===== config.mk =====
export PLATFORM = sky130hd
export DESIGN_NAME = flash_cmd_decoder
export DESIGN_NICKNAME = d
export VERILOG_FILES = /design/src/rtl/flash_cmd_pkg.sv /design/src/rtl/flash_unlock_seq.sv /design/src/rtl/flash_wp_filter.sv /design/src/rtl/flash_op_engine.sv /design/src/rtl/flash_cmd_decoder.sv
export SDC_FILE = /design/constraint.sdc
export NUM_CORES = 1
export LEC_CHECK = 0
export BUFFER_PORTS_ARGS = -buffer_cell sky130_fd_sc_hd__buf_4
export CORE_MARGIN = 3
export CORE_UTILIZATION = 30
export CTS_CLUSTER_DIAMETER = 100
export CTS_CLUSTER_SIZE = 20
export DETAILED_ROUTE_END_ITERATION = 10
export GPL_TIMING_DRIVEN = 0
export SYNTH_ARGS = -nofsm -noshare
export SYNTH_HDL_FRONTEND = slang
export SYNTH_SLANG_ARGS = --single-unit

===== constraint.sdc =====
create_clock -name clk -period 3.15 [get_ports clk]
set_input_delay 0.63 -clock clk [delete_from_list [all_inputs] [get_ports clk]]
set_output_delay 0.63 -clock clk [all_outputs]
set_load 0.01 [all_outputs]

===== src/rtl/flash_cmd_pkg.sv =====
package flash_cmd_pkg;

   typedef enum logic [2:0] {
      OP_NONE   = 3'd0,
      OP_PROG   = 3'd1,
      OP_SECT   = 3'd2,
      OP_BLK    = 3'd3,
      OP_CHIP   = 3'd4,
      OP_SUSP   = 3'd5,
      OP_RESUME = 3'd6
   } op_e;

   typedef enum logic [2:0] {
      SQ_IDLE, SQ_UL1, SQ_UL2, SQ_PGM, SQ_ERS, SQ_UL4, SQ_UL5
   } seq_e;

   typedef enum logic [2:0] {
      EN_IDLE, EN_BUSY, EN_SWAIT, EN_SUSP, EN_NEST
   } eng_e;

   localparam logic [7:0] CODE_KEY_A  = 8'hAA;
   localparam logic [7:0] CODE_KEY_B  = 8'h55;
   localparam logic [7:0] CODE_PGM    = 8'hA0;
   localparam logic [7:0] CODE_ERS    = 8'h80;
   localparam logic [7:0] CODE_SECT   = 8'h50;
   localparam logic [7:0] CODE_BLK    = 8'h30;
   localparam logic [7:0] CODE_CHIP   = 8'h10;
   localparam logic [7:0] CODE_SUSP   = 8'hB0;
   localparam logic [7:0] CODE_RESUME = 8'h30;

endpackage


===== src/rtl/flash_unlock_seq.sv =====
module flash_unlock_seq
   import flash_cmd_pkg::*;
#(
   parameter int CMD_ADDR_W = 11
) (
   input  logic                  clk,
   input  logic                  rst_n,
   input  logic                  clr,
   input  logic                  wr_en,
   input  logic [CMD_ADDR_W-1:0] wr_lo,
   input  logic [7:0]            wr_code,
   output logic                  req_valid,
   output op_e                   req_kind
);

   localparam logic [CMD_ADDR_W-1:0] ADR_KEY_A = CMD_ADDR_W'(12'h555);
   localparam logic [CMD_ADDR_W-1:0] ADR_KEY_B = CMD_ADDR_W'(12'h2AA);

   initial begin
      cmd_addr_w_chk : assert (CMD_ADDR_W >= 11)
         else $error("CMD_ADDR_W too narrow for unlock addresses");
   end

   seq_e pos, nxt;
   logic at_a, at_b;

   assign at_a = (wr_lo == ADR_KEY_A);
   assign at_b = (wr_lo == ADR_KEY_B);

   always_comb begin
      nxt       = pos;
      req_valid = 1'b0;
      req_kind  = OP_NONE;
      if (wr_en) begin
         unique case (pos)
            SQ_IDLE: begin
               if (at_a && wr_code == CODE_KEY_A) nxt = SQ_UL1;
               else if (wr_code == CODE_SUSP) begin
                  req_valid = 1'b1;
                  req_kind  = OP_SUSP;
               end else if (wr_code == CODE_RESUME) begin
                  req_valid = 1'b1;
                  req_kind  = OP_RESUME;
               end
            end
            SQ_UL1: nxt = (at_b && wr_code == CODE_KEY_B) ? SQ_UL2 : SQ_IDLE;
            SQ_UL2: begin
               if (at_a && wr_code == CODE_PGM)      nxt = SQ_PGM;
               else if (at_a && wr_code == CODE_ERS) nxt = SQ_ERS;
               else                                   nxt = SQ_IDLE;
            end
            SQ_PGM: begin
               nxt       = SQ_IDLE;
               req_valid = 1'b1;
               req_kind  = OP_PROG;
            end
            SQ_ERS: nxt = (at_a && wr_code == CODE_KEY_A) ? SQ_UL4 : SQ_IDLE;
            SQ_UL4: nxt = (at_b && wr_code == CODE_KEY_B) ? SQ_UL5 : SQ_IDLE;
            SQ_UL5: begin
               nxt = SQ_IDLE;
               if (wr_code == CODE_SECT) begin
                  req_valid = 1'b1;
                  req_kind  = OP_SECT;
               end else if (wr_code == CODE_BLK) begin
                  req_valid = 1'b1;
                  req_kind  = OP_BLK;
               end else if (wr_code == CODE_CHIP && at_a) begin
                  req_valid = 1'b1;
                  req_kind  = OP_CHIP;
               end
            end
            default: nxt = SQ_IDLE;
         endcase
      end
   end

   always_ff @(posedge clk or negedge rst_n) begin
      if (!rst_n)   pos <= SQ_IDLE;
      else if (clr) pos <= SQ_IDLE;
      else          pos <= nxt;
   end


   seq_step_chk : assert property (@(posedge clk) disable iff (!rst_n)
      (pos != $past(pos)) |-> ($past(wr_en) || $past(clr)));


   seq_clear_chk : assert property (@(posedge clk) disable iff (!rst_n)
      clr |=> (pos == SQ_IDLE));

endmodule


===== src/rtl/flash_wp_filter.sv =====
module flash_wp_filter
   import flash_cmd_pkg::*;
#(
   parameter int ADDR_W        = 21,
   parameter int SECT_LSB      = 11,
   parameter int SMALL_BLK_LSB = 12,
   parameter int BLK_LSB       = 15,
   parameter bit BOOT_TOP      = 1'b0
) (
   input  op_e                        req_kind,
   input  logic [ADDR_W-SECT_LSB-1:0] req_hi,
   input  logic                       wp_n,
   input  op_e                        sus_kind,
   input  logic [ADDR_W-SECT_LSB-1:0] sus_hi,
   output logic                       blocked,
   output logic                       same_region
);

   localparam int HI_W      = ADDR_W - SECT_LSB;
   localparam int BLK_OFS   = BLK_LSB - SECT_LSB;
   localparam int SMALL_OFS = SMALL_BLK_LSB - SECT_LSB;
   localparam int PROT_OFS  = SMALL_OFS + 1;

   initial begin
      field_order_chk : assert (SECT_LSB < SMALL_BLK_LSB && SMALL_BLK_LSB < BLK_LSB
                                && BLK_LSB < ADDR_W)
         else $error("address field boundaries out of order");
   end

   logic in_prot, sus_boot, targets_array;

   generate
      if (BOOT_TOP) begin : g_top_boot
         assign in_prot  = &req_hi[HI_W-1:PROT_OFS];
         assign sus_boot = &sus_hi[HI_W-1:BLK_OFS];
      end else begin : g_bot_boot
         assign in_prot  = ~|req_hi[HI_W-1:PROT_OFS];
         assign sus_boot = ~|sus_hi[HI_W-1:BLK_OFS];
      end
   endgenerate

   assign targets_array = (req_kind == OP_PROG) || (req_kind == OP_SECT) ||
                          (req_kind == OP_BLK);
   assign blocked = !wp_n && ((req_kind == OP_CHIP) || (targets_array && in_prot));

   always_comb begin
      unique case (sus_kind)
         OP_SECT: same_region = (req_hi == sus_hi);
         OP_BLK:  same_region = sus_boot
                     ? (req_hi[HI_W-1:SMALL_OFS] == sus_hi[HI_W-1:SMALL_OFS])
                     : (req_hi[HI_W-1:BLK_OFS]   == sus_hi[HI_W-1:BLK_OFS]);
         default: same_region = 1'b0;
      endcase
   end

endmodule


===== src/rtl/flash_op_engine.sv =====
module flash_op_engine
   import flash_cmd_pkg::*;
#(
   parameter int ADDR_W    = 21,
   parameter int DATA_W    = 16,
   parameter int SECT_LSB  = 11,
   parameter int PROG_CYC  = 8,
   parameter int ERASE_CYC = 64,
   parameter int CHIP_CYC  = 128,
   parameter int SUSP_CYC  = 4
) (
   input  logic                       clk,
   input  logic                       rst_n,
   input  logic                       req_valid,
   input  op_e                        req_kind,
   input  logic [ADDR_W-1:0]          req_addr,
   input  logic [DATA_W-1:0]          req_data,
   input  logic                       blocked,
   input  logic                       same_region,
   output logic                       busy,
   output logic                       suspended,
   output logic                       launch,
   output logic                       done,
   output op_e                        act_kind,
   output logic [ADDR_W-1:0]          act_addr,
   output logic [DATA_W-1:0]          act_data,
   output op_e                        ers_kind,
   output logic [ADDR_W-SECT_LSB-1:0] ers_hi
);

   localparam int MAX_A = (PROG_CYC > ERASE_CYC) ? PROG_CYC : ERASE_CYC;
   localparam int MAX_B = (CHIP_CYC > SUSP_CYC) ? CHIP_CYC : SUSP_CYC;
   localparam int MAX_C = (MAX_A > MAX_B) ? MAX_A : MAX_B;
   localparam int CNT_W = $clog2(MAX_C + 1);

   initial begin
      cycle_cnt_chk : assert (PROG_CYC >= 1 && ERASE_CYC >= 1 && CHIP_CYC >= 1 && SUSP_CYC >= 1)
         else $error("operation lengths must be at least one cycle");
   end

   function automatic logic [CNT_W-1:0] run_len(op_e k);
      unique case (k)
         OP_PROG: return CNT_W'(PROG_CYC - 1);
         OP_CHIP: return CNT_W'(CHIP_CYC - 1);
         default: return CNT_W'(ERASE_CYC - 1);
      endcase
   endfunction

   eng_e             st;
   logic [CNT_W-1:0] main_cnt, aux_cnt;
   logic             is_op, can_susp;

   assign is_op    = (req_kind == OP_PROG) || (req_kind == OP_SECT) ||
                     (req_kind == OP_BLK)  || (req_kind == OP_CHIP);
   assign can_susp = (ers_kind == OP_SECT) || (ers_kind == OP_BLK);
   assign busy      = (st == EN_BUSY) || (st == EN_SWAIT) || (st == EN_NEST);
   assign suspended = (st == EN_SUSP) || (st == EN_NEST);

   always_ff @(posedge clk or negedge rst_n) begin
      if (!rst_n) begin
         st       <= EN_IDLE;
         main_cnt <= '0;
         aux_cnt  <= '0;
         launch   <= 1'b0;
         done     <= 1'b0;
         act_kind <= OP_NONE;
         act_addr <= '0;
         act_data <= '0;
         ers_kind <= OP_NONE;
         ers_hi   <= '0;
      end else begin
         launch <= 1'b0;
         done   <= 1'b0;
         unique case (st)
            EN_IDLE: begin
               if (req_valid && is_op && !blocked) begin
                  st       <= EN_BUSY;
                  launch   <= 1'b1;
                  main_cnt <= run_len(req_kind);
                  act_kind <= req_kind;
                  act_addr <= req_addr;
                  act_data <= req_data;
                  ers_kind <= req_kind;
                  ers_hi   <= req_addr[ADDR_W-1:SECT_LSB];
               end
            end
            EN_BUSY: begin
               if (main_cnt == '0) begin
                  st   <= EN_IDLE;
                  done <= 1'b1;
               end else begin
                  main_cnt <= main_cnt - 1'b1;
                  if (req_valid && req_kind == OP_SUSP && can_susp) begin
                     st      <= EN_SWAIT;
                     aux_cnt <= CNT_W'(SUSP_CYC - 1);
                  end
               end
            end
            EN_SWAIT: begin
               if (aux_cnt == '0) st <= EN_SUSP;
               else               aux_cnt <= aux_cnt - 1'b1;
            end
            EN_SUSP: begin
               if (req_valid && req_kind == OP_RESUME) begin
                  st <= EN_BUSY;
               end else if (req_valid && req_kind == OP_PROG && !blocked && !same_region) begin
                  st       <= EN_NEST;
                  launch   <= 1'b1;
                  aux_cnt  <= CNT_W'(PROG_CYC - 1);
                  act_kind <= req_kind;
                  act_addr <= req_addr;
                  act_data <= req_data;
               end
            end
            EN_NEST: begin
               if (aux_cnt == '0) begin
                  st   <= EN_SUSP;
                  done <= 1'b1;
               end else begin
                  aux_cnt <= aux_cnt - 1'b1;
               end
            end
            default: st <= EN_IDLE;
         endcase
      end
   end


   launch_busy_chk : assert property (@(posedge clk) disable iff (!rst_n)
      launch |-> busy);


   done_idle_chk : assert property (@(posedge clk) disable iff (!rst_n)
      done |-> !busy);


   busy_rise_chk : assert property (@(posedge clk) disable iff (!rst_n)
      ($rose(busy) && !$past(suspended)) |-> launch);


   frozen_cnt_chk : assert property (@(posedge clk) disable iff (!rst_n)
      (st != EN_BUSY && st != EN_IDLE && $past(st) != EN_BUSY && $past(st) != EN_IDLE)
      |-> $stable(main_cnt));

endmodule


===== src/rtl/flash_cmd_decoder.sv =====
module flash_cmd_decoder
   import flash_cmd_pkg::*;
#(
   parameter int ADDR_W        = 21,
   parameter int DATA_W        = 16,
   parameter int CMD_ADDR_W    = 11,
   parameter int SECT_LSB      = 11,
   parameter int SMALL_BLK_LSB = 12,
   parameter int BLK_LSB       = 15,
   parameter bit BOOT_TOP      = 1'b0,
   parameter int PROG_CYC      = 8,
   parameter int ERASE_CYC     = 64,
   parameter int CHIP_CYC      = 128,
   parameter int SUSP_CYC      = 4
) (
   input  logic              clk,
   input  logic              rst_n,
   input  logic              wr_en,
   input  logic [ADDR_W-1:0] wr_addr,
   input  logic [DATA_W-1:0] wr_data,
   input  logic              wp_n,
   output logic              busy,
   output logic              suspended,
   output logic              launch,
   output logic              done,
   output logic [2:0]        act_kind,
   output logic [ADDR_W-1:0] act_addr,
   output logic [DATA_W-1:0] act_data
);

   localparam int HI_W = ADDR_W - SECT_LSB;

   initial begin
      widths_chk : assert (DATA_W >= 8 && CMD_ADDR_W <= ADDR_W)
         else $error("data or command address width invalid");
   end

   logic            req_valid, blocked, same_region;
   op_e             req_kind, ers_kind, act_kind_e;
   logic [HI_W-1:0] ers_hi;

   flash_unlock_seq #(.CMD_ADDR_W(CMD_ADDR_W)) u_seq (
      .clk       (clk),
      .rst_n     (rst_n),
      .clr       (busy),
      .wr_en     (wr_en),
      .wr_lo     (wr_addr[CMD_ADDR_W-1:0]),
      .wr_code   (wr_data[7:0]),
      .req_valid (req_valid),
      .req_kind  (req_kind)
   );

   flash_wp_filter #(
      .ADDR_W        (ADDR_W),
      .SECT_LSB      (SECT_LSB),
      .SMALL_BLK_LSB (SMALL_BLK_LSB),
      .BLK_LSB       (BLK_LSB),
      .BOOT_TOP      (BOOT_TOP)
   ) u_filt (
      .req_kind    (req_kind),
      .req_hi      (wr_addr[ADDR_W-1:SECT_LSB]),
      .wp_n        (wp_n),
      .sus_kind    (ers_kind),
      .sus_hi      (ers_hi),
      .blocked     (blocked),
      .same_region (same_region)
   );

   flash_op_engine #(
      .ADDR_W    (ADDR_W),
      .DATA_W    (DATA_W),
      .SECT_LSB  (SECT_LSB),
      .PROG_CYC  (PROG_CYC),
      .ERASE_CYC (ERASE_CYC),
      .CHIP_CYC  (CHIP_CYC),
      .SUSP_CYC  (SUSP_CYC)
   ) u_eng (
      .clk         (clk),
      .rst_n       (rst_n),
      .req_valid   (req_valid),
      .req_kind    (req_kind),
      .req_addr    (wr_addr),
      .req_data    (wr_data),
      .blocked     (blocked),
      .same_region (same_region),
      .busy        (busy),
      .suspended   (suspended),
      .launch      (launch),
      .done        (done),
      .act_kind    (act_kind_e),
      .act_addr    (act_addr),
      .act_data    (act_data),
      .ers_kind    (ers_kind),
      .ers_hi      (ers_hi)
   );

   assign act_kind = act_kind_e;


   chip_wp_chk : assert property (@(posedge clk) disable iff (!rst_n)
      (launch && act_kind_e == OP_CHIP) |-> $past(wp_n));


   nest_prog_only_chk : assert property (@(posedge clk) disable iff (!rst_n)
      (launch && $past(suspended)) |-> (act_kind_e == OP_PROG));

endmodule


==> flow_summary_export.csv, run 1 <==
group,metric,value,unit
synthesis,synth_cells,387,
timing,rsz0062_at_grt,"true",
worst_setup_path,worstPathArrival,3.28,ns
synthesis,synth.distinct_cells,60,
floorplanning,core_area,0.01282,mm^2
cts,cts.sinks,77,
power_and_ir_drop,power.total,0.002768,W
run,drv_cap,0,
worst_setup_path,required,3.36,ns
global_routing,grt_pass1_vias,3394,
synthesis,synth-main-ff-cell,"dfrtp_1",
routing,dr_wl_met3,679,um
cts,clk_pin_slew,0.06,ns
global_routing,grt-ovfl-total,0,
synthesis,yosysTopAreaCell,"dfrtp_1",
placement,pre_cts_slack,-0.6505,ns
power_and_ir_drop,ir_drop,0.3063,mV
synthesis,netlist_area,0.003999,mm^2
cts,tritoncts,"done",
floorplanning,rows,41,
timing,worst_clock_skew,0.005985,ns
power_and_ir_drop,powerDensity,515.3,mW/mm^2
timing,max_freq,326.4,MHz
routing,drt_iter0_drc,142,
routing,dr_wl_met2,4577,um
finish,drive_gt1_share,29.38,%
worst_setup_path,rr_startpoint,"u_seq.pos[0]",
timing,hold_viol_final,0,
worst_setup_path,ff2ff_setup_slack,0.31,ns
synthesis,ys_top_cells_by_area,"dfrtp_1 (48%), mux2_1 (11%), nand2_1 (5.1%)",
routing,wl_met1,4692,um
worst_setup_path,crit_type,"input port to flip-flop",
routing,first_pass_iters,4,
routing,ant_nets,0,
cts,cts-htree-levels,3,
global_routing,antenna_found_initial,0,
timing,layout_min_cycle_time,3.064,ns
timing,min_period_over_period,97.28,%
routing,vias,3348,
worst_setup_path,path_max_fanout,10,
placement,io_buffers,84,
worst_hold_path,min_path_type,"input port to async pin",
floorplanning,die_h,121.5,um
finish,nets,536,
routing,highest_layer,"met4",
worst_setup_path,cp-end-kind,"flip-flop",
worst_setup_path,cp-start-kind,"input port",
cts,clk_latency,0.33,ns
finish,area_growth,34.36,%
synthesis,ys_ff_latch,77,
floorplanning,fp.dieW,121.5,um
placement,hpwlAfterDp,7349,um
routing,drt_wl_total,10130,um
finish,fillCellCount,1277,
routing,wire_per_inst,15.14,um
floorplanning,pin_count,85,
power_and_ir_drop,p_leak,2.543,nW
floorplanning,initial_utilization,31.18,%
synthesis,synth_top_area_share,48.19,%
routing,vias_per_cell,5.004,
finish,n_antenna_cell,0,
synthesis,async_flop_share,100.0,%
timing,maxSlewViolCount,0,
synthesis,syn_avg_cell_area,10.33,um^2
timing,setup_viol,0,
global_routing,gr-usage-all-layers,14.47,%
status,status,"completed",
synthesis,yosys_warnings,0,
timing,worst_slack,0.08582,ns
worst_setup_path,rr_worst_depth,10,
finish,post-route-util,41.89,%
timing,tightestPinTransition,0.9992,ns
timing,relSlewSlack,33.39,%
cts,cts_made_buffers,9,
cts,cts_root_buffer,"clkbuf_16",
floorplanning,die_area,0.01475,mm^2
synthesis,synth_edf_count,0,
synthesis,syn_nets,431,
cts,clockBufferDepth,2,
global_routing,grt_start_max_net_pins,78,
routing,drc,0,
synthesis,synth-seq-area-share,48.19,%
placement,gp_congestion,0.8427,
global_routing,grt_pass1_wl,17100,um
worst_setup_path,reg2reg_to,"u_eng.act_addr[11]",
Yosys cell counts, types with 3 or more instances:
master and count:
nand3_1 11, mux2_2 3, nor4bb_1 3, o21ai_0 14, dfrtp_1 77, o31ai_1 3, nor3_1 9, nand3b_1 3
inv_1 9, nor2b_1 6, ha_1 3, o21ai_1 3, xor2_1 5, a22oi_1 3, nand4_1 4, nor4_1 10
o22a_1 7, nand2_1 54, and3_1 4, or4_1 4, nor2_1 15, and2_1 3, clkbuf_1 10, or3_1 5
mux2_1 39, a21oi_1 21, o22ai_1 3, nand2b_1 9, xnor2_1 7, buf_6 4
cell type report:
class | count | area (um^2) | area share (%)
buffer | 15 | 117.6 | 2.189
multi-input combinational | 285 | 2019 | 37.59
sequential | 77 | 1927 | 35.86
clock inverter | 5 | 83.83 | 1.560
timing repair buffer | 95 | 733.2 | 13.65
tap | 172 | 215.2 | 4.006
inverter | 9 | 33.78 | 0.6288
clock buffer | 11 | 242.7 | 4.518
critical path, stage by stage:
cell and delay, ns:
buf_4 0.12, or4_4 0.58, or4_4 0.55, or2_4 0.26, a221oi_4 0.27, nand2_2 0.12
o21ai_4 0.11, buf_12 0.16, buf_12 0.15, mux2_1 0.31
metrics by stage:
stage          std cells  hold WS, ns  cell area [um^2]   TNS (ns)
5_1_grt              669       0.5063              5373  -0.001457
6_report             669       0.4290              5373          0
4_1_cts              668       0.4940              5335    -0.2160
3_5_place_dp         643       0.4781              4846     -33.12
3_3_place_gp         643       0.4687              4846     -29.01
2_1_floorplan        387       0.3344              4000     -2.667
registers in the layout, summed over array words and instances, names as in the netlist:
register	flops
u_eng.ers_kind	3
u_eng.act_kind	3
u_eng.act_data	16
u_eng.ers_hi	10
u_seq.pos	3
u_eng.launch	1
u_eng.aux_cnt	8
u_eng.main_cnt	8
u_eng.done	1
u_eng.st	3
u_eng.act_addr	21
cell families after synthesis:
logic type,count (synthesis),share of synthesized area [%]
DFF,77,48.19
adders and majority gates,3,0.9388
and+or+nand+nor,155,20.81
xor gates and xnor gates,12,2.628
muxes,43,12.08
buffers and inverters,25,3.129
AOI/OAI and AO/OA,72,12.23
routing by layer:
layer | GRT usage (%) | vias to the layer above
li1 | - | 1620
met1 | 19.09 | 1609
met2 | 22.76 | 103
met3 | 4.429 | 16
met4 | 4.552 | 0
met5 | 0 | -
layout by cell type (no fill, tap or decap), types with 3 or more instances in the layout:
cell type / Yosys / routed
buf_4: 0 / 94
dfrtp_1: 77 / 77
nand2_1: 54 / 54
mux2_1: 39 / 27
a21oi_1: 21 / 20
nor2_1: 15 / 15
o21ai_0: 14 / 14
mux2_4: 0 / 12
nand3_1: 11 / 11
inv_1: 9 / 9
clkbuf_1: 10 / 9
nor4_1: 10 / 9
nand2b_1: 9 / 9
clkbuf_16: 0 / 9
nor3_1: 9 / 8
xnor2_1: 7 / 7
o22a_1: 7 / 7
nor2b_1: 6 / 6
or3_1: 5 / 5
xor2_1: 5 / 5
nand4_1: 4 / 4
buf_12: 0 / 4
and3_1: 4 / 4
nand3b_1: 3 / 3
and2_1: 3 / 3
o22ai_1: 3 / 3
or4_1: 4 / 3
o31ai_1: 3 / 3
nor4bb_1: 3 / 3
mux2_2: 3 / 3
a22oi_1: 3 / 3
ha_1: 3 / 3
worst max-delay path by stage:
stage | cells after the start | slack (ns) | from | to
3_3_place_gp | 10 | -0.59 | wr_data[1] | u_eng.act_addr[18]
2_1_floorplan | 9 | -0.07 | wr_data[1] | u_eng.act_addr[10]
3_5_place_dp | 10 | -0.65 | wr_data[1] | u_eng.act_addr[12]
5_1_grt | 10 | -0.001 | wr_data[2] | u_eng.act_addr[14]
4_1_cts | 11 | -0.02 | wr_data[1] | u_eng.act_addr[4]
6_report | 10 | 0.09 | wr_data[2] | u_eng.act_addr[11]
report_power, final:
group / internal [W] / switching (W) / total, W
Clock: 0.000717 / 0.000400 / 0.00112
Sequential: 0.00107 / 0.0000608 / 0.00113
Combinational: 0.000217 / 0.000309 / 0.000526
repair_timing:
item	in CTS	in global routing
hold buffers	0	0
cloned	1	0
gates resized for setup	22	11
pin swaps	4	4
endpoints found under the setup margin	45	60
buffers inserted	8	2
Note: power is estimated with default switching activity, not from simulation.
==> inputs of run 2 (changes only) <==
--- a/config.mk
+++ b/config.mk
@@ -6,12 +6,15 @@
 export NUM_CORES = 1
 export LEC_CHECK = 0
 export BUFFER_PORTS_ARGS = -buffer_cell sky130_fd_sc_hd__buf_4
+export CAP_MARGIN = 25
 export CORE_MARGIN = 3
 export CORE_UTILIZATION = 30
 export CTS_CLUSTER_DIAMETER = 100
 export CTS_CLUSTER_SIZE = 20
 export DETAILED_ROUTE_END_ITERATION = 10
 export GPL_TIMING_DRIVEN = 0
+export HOLD_SLACK_MARGIN = 0.15
+export REMOVE_ABC_BUFFERS = 1
 export SYNTH_ARGS = -nofsm -noshare
 export SYNTH_HDL_FRONTEND = slang
 export SYNTH_SLANG_ARGS = --single-unit
==> run 2 against run 1 <==
Effect of this change: wire length increased by 1.0%; largest cell class unchanged; maximum frequency decreased by 0.94%; count of clock-buffer cells in the layout decreased by 1; combinational power decreased by 6.8%; worst setup slack got worse by 0.029 ns; largest power group unchanged.
==> flow_summary_export.csv, run 2 (synthesis gave the netlist of run 1 again) <==
group,metric,value,unit
status,status,"completed",
cts,cts-htree-levels,3,
worst_setup_path,required,3.37,ns
finish,largest_register_ffs,21,
timing,rsz0062_at_grt,"true",
power_and_ir_drop,ir_drop,0.2442,mV
floorplanning,initial_utilization,31.18,%
placement,dpl_cell_area,0.004781,mm^2
floorplanning,fp.dieW,121.5,um
routing,drt_wl_total,10240,um
timing,maxSlewViolCount,0,
routing,dr_wl_met2,4633,um
floorplanning,core_area,0.01282,mm^2
finish,multi_input_area,0.002048,mm^2
placement,gp_congestion,0.8213,
finish,n_antenna_cell,0,
timing,hold_viol_final,0,
worst_hold_path,min_path_type,"flip-flop to flip-flop",
worst_setup_path,cp-start-kind,"input port",
placement,hpwlAfterDp,6939,um
routing,drc,0,
timing,max_freq,323.3,MHz
routing,vias,3314,
timing,min_period_over_period,98.19,%
worst_setup_path,slowest_stage,"or4_4",
placement,pre_cts_slack,-1.213,ns
global_routing,grt-ovfl-total,0,
cts,clockBufferDepth,2,
cts,cts_root_buffer,"clkbuf_16",
cts,tritoncts,"done",
routing,ant_nets,0,
finish,drive_gt1_share,31.36,%
worst_setup_path,slowest_delay,0.58,ns
routing,wl_met1,4650,um
finish,final_common_cell,"buf_4",
routing,vias_per_cell,4.998,
routing,drt_iter0_drc,156,
run,drv_cap,0,
power_and_ir_drop,p_leak,2.561,nW
timing,tightestPinTransition,0.8178,ns
floorplanning,pin_count,85,
power_and_ir_drop,powerDensity,511.2,mW/mm^2
global_routing,grt_start_max_net_pins,78,
floorplanning,rows,41,
finish,area_growth,35.42,%
floorplanning,die_h,121.5,um
timing,layout_min_cycle_time,3.093,ns
global_routing,grt_pass1_wl,16660,um
cts,cts_made_buffers,9,
worst_setup_path,worstPathCellList,"buf_8, or4_4, or4_4, or2_4, a221oi_4, buf_6, nand2_4, o21ai_4, clkbuf_16, mux2_1",
power_and_ir_drop,power.total,0.002768,W
routing,highest_layer,"met4",
finish,seq_area,0.001931,mm^2
routing,first_pass_iters,4,
cts,cts.sinks,77,
cts,clk_pin_slew,0.06,ns
global_routing,antenna_found_initial,0,
worst_setup_path,cp-end-kind,"flip-flop",
finish,fillCellCount,1255,
floorplanning,die_area,0.01475,mm^2
worst_setup_path,cp_common_cell,"or4_4",
timing,relSlewSlack,44.07,%
finish,reg_top3,"u_eng.act_addr (21), u_eng.act_data (16), u_eng.ers_hi (10)",
routing,dr_wl_met3,694,um
timing,worst_slack,0.05687,ns
global_routing,gr-usage-all-layers,14.10,%
global_routing,grt_pass1_vias,3372,
placement,io_buffers,84,
cts,clk_latency,0.34,ns
timing,worst_clock_skew,0.007358,ns
worst_setup_path,worstPathArrival,3.31,ns
timing,setup_viol,0,
finish,fin_area,0.005415,mm^2
worst_setup_path,path_max_fanout,7,
finish,top_register,"u_eng.act_addr",
finish,nets,530,
worst_setup_path,crit_type,"input port to flip-flop",
finish,most-common-layout-cells,"buf_4 (92), dfrtp_1 (74), nand2_1 (53), mux2_1 (28), a21oi_1 (18)",
routing,wire_per_inst,15.44,um
## run 2: final timing paths
| check | cells after the start | to | start | slack, ns |
|---|---|---|---|---|
| worst max-delay path | 10 | u_eng.act_data[15] | wr_data[2] | 0.06 |
| worst min-delay path | 1 | u_eng.act_addr[2] | u_eng.act_addr[2] | 0.48 |
| min in group asynchronous | 2 | u_eng.act_addr[16] | rst_n | 0.70 |
| worst min register to register | 1 | u_eng.act_addr[2] | u_eng.act_addr[2] | 0.48 |
| max in group asynchronous | 3 | u_seq.pos[2] | rst_n | 1.86 |
| worst max register to register | 8 | u_eng.act_data[15] | u_seq.pos[1] | 0.17 |
## run 2: critical path: cells and delay by family
kind	cells	cell delay, ns
and+or+nand+nor	4	1.46
buffers and inverters	3	0.48
AOI/OAI and AO/OA	2	0.41
muxes	1	0.32
## run 2: layout make-up
cell class	instances	area share, %
clock buffers	10	4.228
clock inverters	6	1.733
inverters	9	0.6238
multi-input cells	286	37.82
flip-flops and latches	77	35.65
well taps	172	3.974
repair buffers	103	15.97
## run 2: per-stage QoR
stage               setup TNS [ns]  hold slack [ns]  utilization [%]  std cells
floorplan                   -16.53           0.3344                -        371
global placement            -59.27           0.4704            37.06        627
detailed placement          -53.48           0.4762            37.28        628
CTS                              0           0.4903            40.91        655
global route              -0.08964           0.5016            42.22        663
finish                           0           0.4850            42.22        663
## run 2: timing repair
item                                    CTS  global route
resized for setup                         8            24
gates cloned                              1             2
pin swaps                                 8             3
hold endpoints to repair                  0            11
hold buffers                              0             1
endpoints found under the setup margin   49            41
buffers inserted                         10             4
## run 2: metal layers
| metal | up-vias | global-route usage (%) |
|---|---|---|
| met5 | - | 0 |
| met4 | 0 | 6.092 |
| met3 | 19 | 4.429 |
| met2 | 96 | 21.73 |
| met1 | 1590 | 18.22 |
| li1 | 1609 | - |
## run 2: where the power goes
part | switching [W] | internal [W]
clock network | 0.000427 | 0.000703
registers | 0.0000834 | 0.00107
logic | 0.000280 | 0.000209
==> inputs of run 3 (changes only) <==
--- a/config.mk
+++ b/config.mk
@@ -17,4 +17,5 @@
 export REMOVE_ABC_BUFFERS = 1
 export SYNTH_ARGS = -nofsm -noshare
 export SYNTH_HDL_FRONTEND = slang
+export SYNTH_HIERARCHICAL = 1
 export SYNTH_SLANG_ARGS = --single-unit
==> run 3 against run 2 <==
Effect of this change: first-iteration DRC count grew 28%; synthesized cell count shrank 4.4%; area after synthesis grew 6.8%; non-clock buffer count grew 4; global-route usage shrank 1.3 points; clock skew shrank 0.0036 ns; sequential cell count is the same; wire length grew 1.7%; critical path depth grew 2; sequential power shrank 14%; die area grew 6.4%; critical path type unchanged; largest cell class unchanged; highest routed layer unchanged.
==> flow_summary_export.csv, run 3 <==
group,metric,value,unit
status,status,"completed",
finish,reg_top3,"u_eng/act_addr (21), u_eng/act_data (16), u_eng/ers_hi (10)",
placement,pre_cts_slack,-1.662,ns
finish,n_antenna_cell,0,
worst_setup_path,rr_startpoint,"u_seq/pos[0]",
placement,io_buffers,84,
synthesis,synth.distinct_cells,69,
worst_setup_path,worstPathArrival,3.32,ns
power_and_ir_drop,p_leak,2.648,nW
routing,wire_per_inst,15.92,um
timing,tightestPinTransition,0.7032,ns
floorplanning,core_area,0.01356,mm^2
floorplanning,fp.dieW,125.3,um
finish,nets,520,
synthesis,ys_top_cells_by_area,"dfrtp_1 (45%), mux2_4 (13%), mux2_2 (3.7%)",
cts,clk_latency,0.33,ns
placement,gp_congestion,0.8509,
placement,dpl_cell_area,0.004991,mm^2
timing,worst_slack,0.04669,ns
global_routing,grt_pass1_vias,3344,
cts,cts_hold_buf,0,
placement,dp_cells,617,
synthesis,synth-seq-area-share,45.13,%
floorplanning,initial_utilization,31.49,%
floorplanning,die_area,0.01570,mm^2
timing,max_freq,322.2,MHz
power_and_ir_drop,powerDensity,384.0,mW/mm^2
worst_setup_path,timing.critical_path.from,"wr_data[6]",
synthesis,synth-main-ff-cell,"dfrtp_1",
worst_setup_path,cp-start-kind,"input port",
timing,rsz0062_at_grt,"true",
cts,cts-htree-levels,3,
finish,most-common-layout-cells,"buf_4 (93), dfrtp_1 (75), mux2_4 (39), nand2_1 (25), nor2_1 (23)",
timing,relSlewSlack,51.91,%
routing,drc,0,
routing,vias,3331,
global_routing,gr-usage-all-layers,12.77,%
power_and_ir_drop,ir_drop,0.2461,mV
run,drv_cap,0,
global_routing,grt-ovfl-total,0,
timing,hold_viol_final,0,
finish,layout.cells.non_filler,654,
timing,worst_clock_skew,0.003807,ns
synthesis,async_flop_share,100.0,%
synthesis,synth_cells,370,
timing,setup_viol,0,
timing,maxSlewViolCount,0,
routing,drt_wl_total,10410,um
synthesis,yosysTopAreaCell,"dfrtp_1",
worst_hold_path,min_path_type,"input port to async pin",
global_routing,grt_pass1_wl,16720,um
global_routing,antenna_found_initial,0,
synthesis,synth_top_area_share,45.13,%
timing,layout_min_cycle_time,3.103,ns
synthesis,netlist_area,0.004269,mm^2
synthesis,synth_edf_count,0,
worst_setup_path,path_max_fanout,8,
cts,cts_made_buffers,9,
timing,min_period_over_period,98.52,%
cts,cts_root_buffer,"clkbuf_16",
synthesis,synth_most_common_cell,"dfrtp_1",
synthesis,ys_top_cells_by_count,"dfrtp_1 (77), mux2_4 (37), nand2_1 (25), nor2_1 (25), o21ai_0 (17)",
finish,area_growth,34.00,%
worst_setup_path,cp-end-kind,"flip-flop",
routing,first_pass_iters,4,
cts,clk_pin_slew,0.06,ns
finish,fin_area,0.005720,mm^2
finish,final_common_cell,"buf_4",
routing,ant_nets,0,
cts,clockBufferDepth,2,
placement,hpwlAfterDp,6866,um
finish,largest_register_ffs,21,
finish,drive_gt1_share,43.51,%
cts,cts.sinks,77,
worst_setup_path,crit_type,"input port to flip-flop",
timing,setup_tns,0,ns
synthesis,syn_avg_cell_area,11.54,um^2
synthesis,ys_ff_latch,77,
synthesis,yosys_warnings,6,
floorplanning,rows,42,
worst_setup_path,required,3.37,ns
finish,top_register,"u_eng/act_addr",
floorplanning,pin_count,85,
global_routing,grt_start_max_net_pins,78,
routing,vias_per_cell,5.093,
cts,tritoncts,"done",
routing,drt_iter0_drc,200,
floorplanning,die_h,125.3,um
-- run 3: power breakdown --
group	leakage (nW)	internal [W]	total [W]	switching (W)
clock network	0.154	0.000706	0.00110	0.000392
logic	1.48	0.0000521	0.000109	0.0000572
registers	1.02	0.000989	0.000989	0
total	2.65	0.00175	0.00220	0.000449
-- run 3: path summary, 6_finish.rpt --
kind,endpoint,slack (ns),cells past startpoint
min in group clk,u_eng/aux_cnt[7],0.49,1
max,u_eng/act_data[0],0.05,12
max in group asynchronous,u_seq/pos[0],2.30,2
min,u_eng/aux_cnt[0],0.27,1
min reg2reg,u_eng/aux_cnt[7],0.49,1
max reg2reg,u_eng/act_data[0],0.15,13
-- run 3: kinds of logic after synthesis --
| family | count (synthesis) | share of synthesized area (%) |
|---|---|---|
| xor gates and xnor gates | 15 | 3.077 |
| DFF | 77 | 45.13 |
| and+or+nand+nor | 136 | 19.46 |
| buffers and inverters | 25 | 4.455 |
| adders and majority gates | 4 | 1.172 |
| AOI/OAI and AO/OA | 61 | 9.760 |
| muxes | 52 | 16.94 |
-- run 3: worst max-delay path: stages --
cell       delay (ns)
buf_4            0.13
or2b_2           0.36
nor4b_4          0.25
a31oi_1          0.15
a21oi_2          0.21
buf_4            0.19
nor3b_2          0.36
nand4_2          0.20
a21oi_4          0.22
buf_12           0.17
clkbuf_16        0.16
mux2_4           0.29
-- run 3: area by class of cell --
cell class,instances,area [um^2]
multi-input combinational,269,2286
clock buffer,10,239.0
clock inverter,4,73.82
timing repair buffer,107,930.9
tap,176,220.2
inverter,11,41.29
fill,1280,7838
sequential,77,1929
-- run 3: repair_timing --
item / CTS / global route
pin swaps: 5 / 9
buffers inserted: 8 / 10
gates resized for setup: 12 / 23
endpoints found under the setup margin: 73 / 64
gates cloned: 1 / 3
-- run 3: metrics by stage --
| step | total power (W) | hold slack [ns] | util (%) |
|---|---|---|---|
| after floorplan | 0.001028 | 0.3344 | - |
| after global placement | 0.001106 | 0.4757 | 36.66 |
| after detailed placement | 0.001107 | 0.4850 | 36.81 |
| after CTS | 0.002217 | 0.4945 | 40.10 |
| after global routing | 0.002275 | 0.2951 | 42.19 |
| final | 0.002197 | 0.2662 | 42.19 |
-- run 3: metal layers --
metal / vias up / wire (um) / global-route usage [%]
met5: - / 0 / 0
met4: 0 / 164 / 5.102
met3: 12 / 499 / 2.687
met2: 103 / 4915 / 20.56
met1: 1644 / 4830 / 16.83
li1: 1572 / - / -
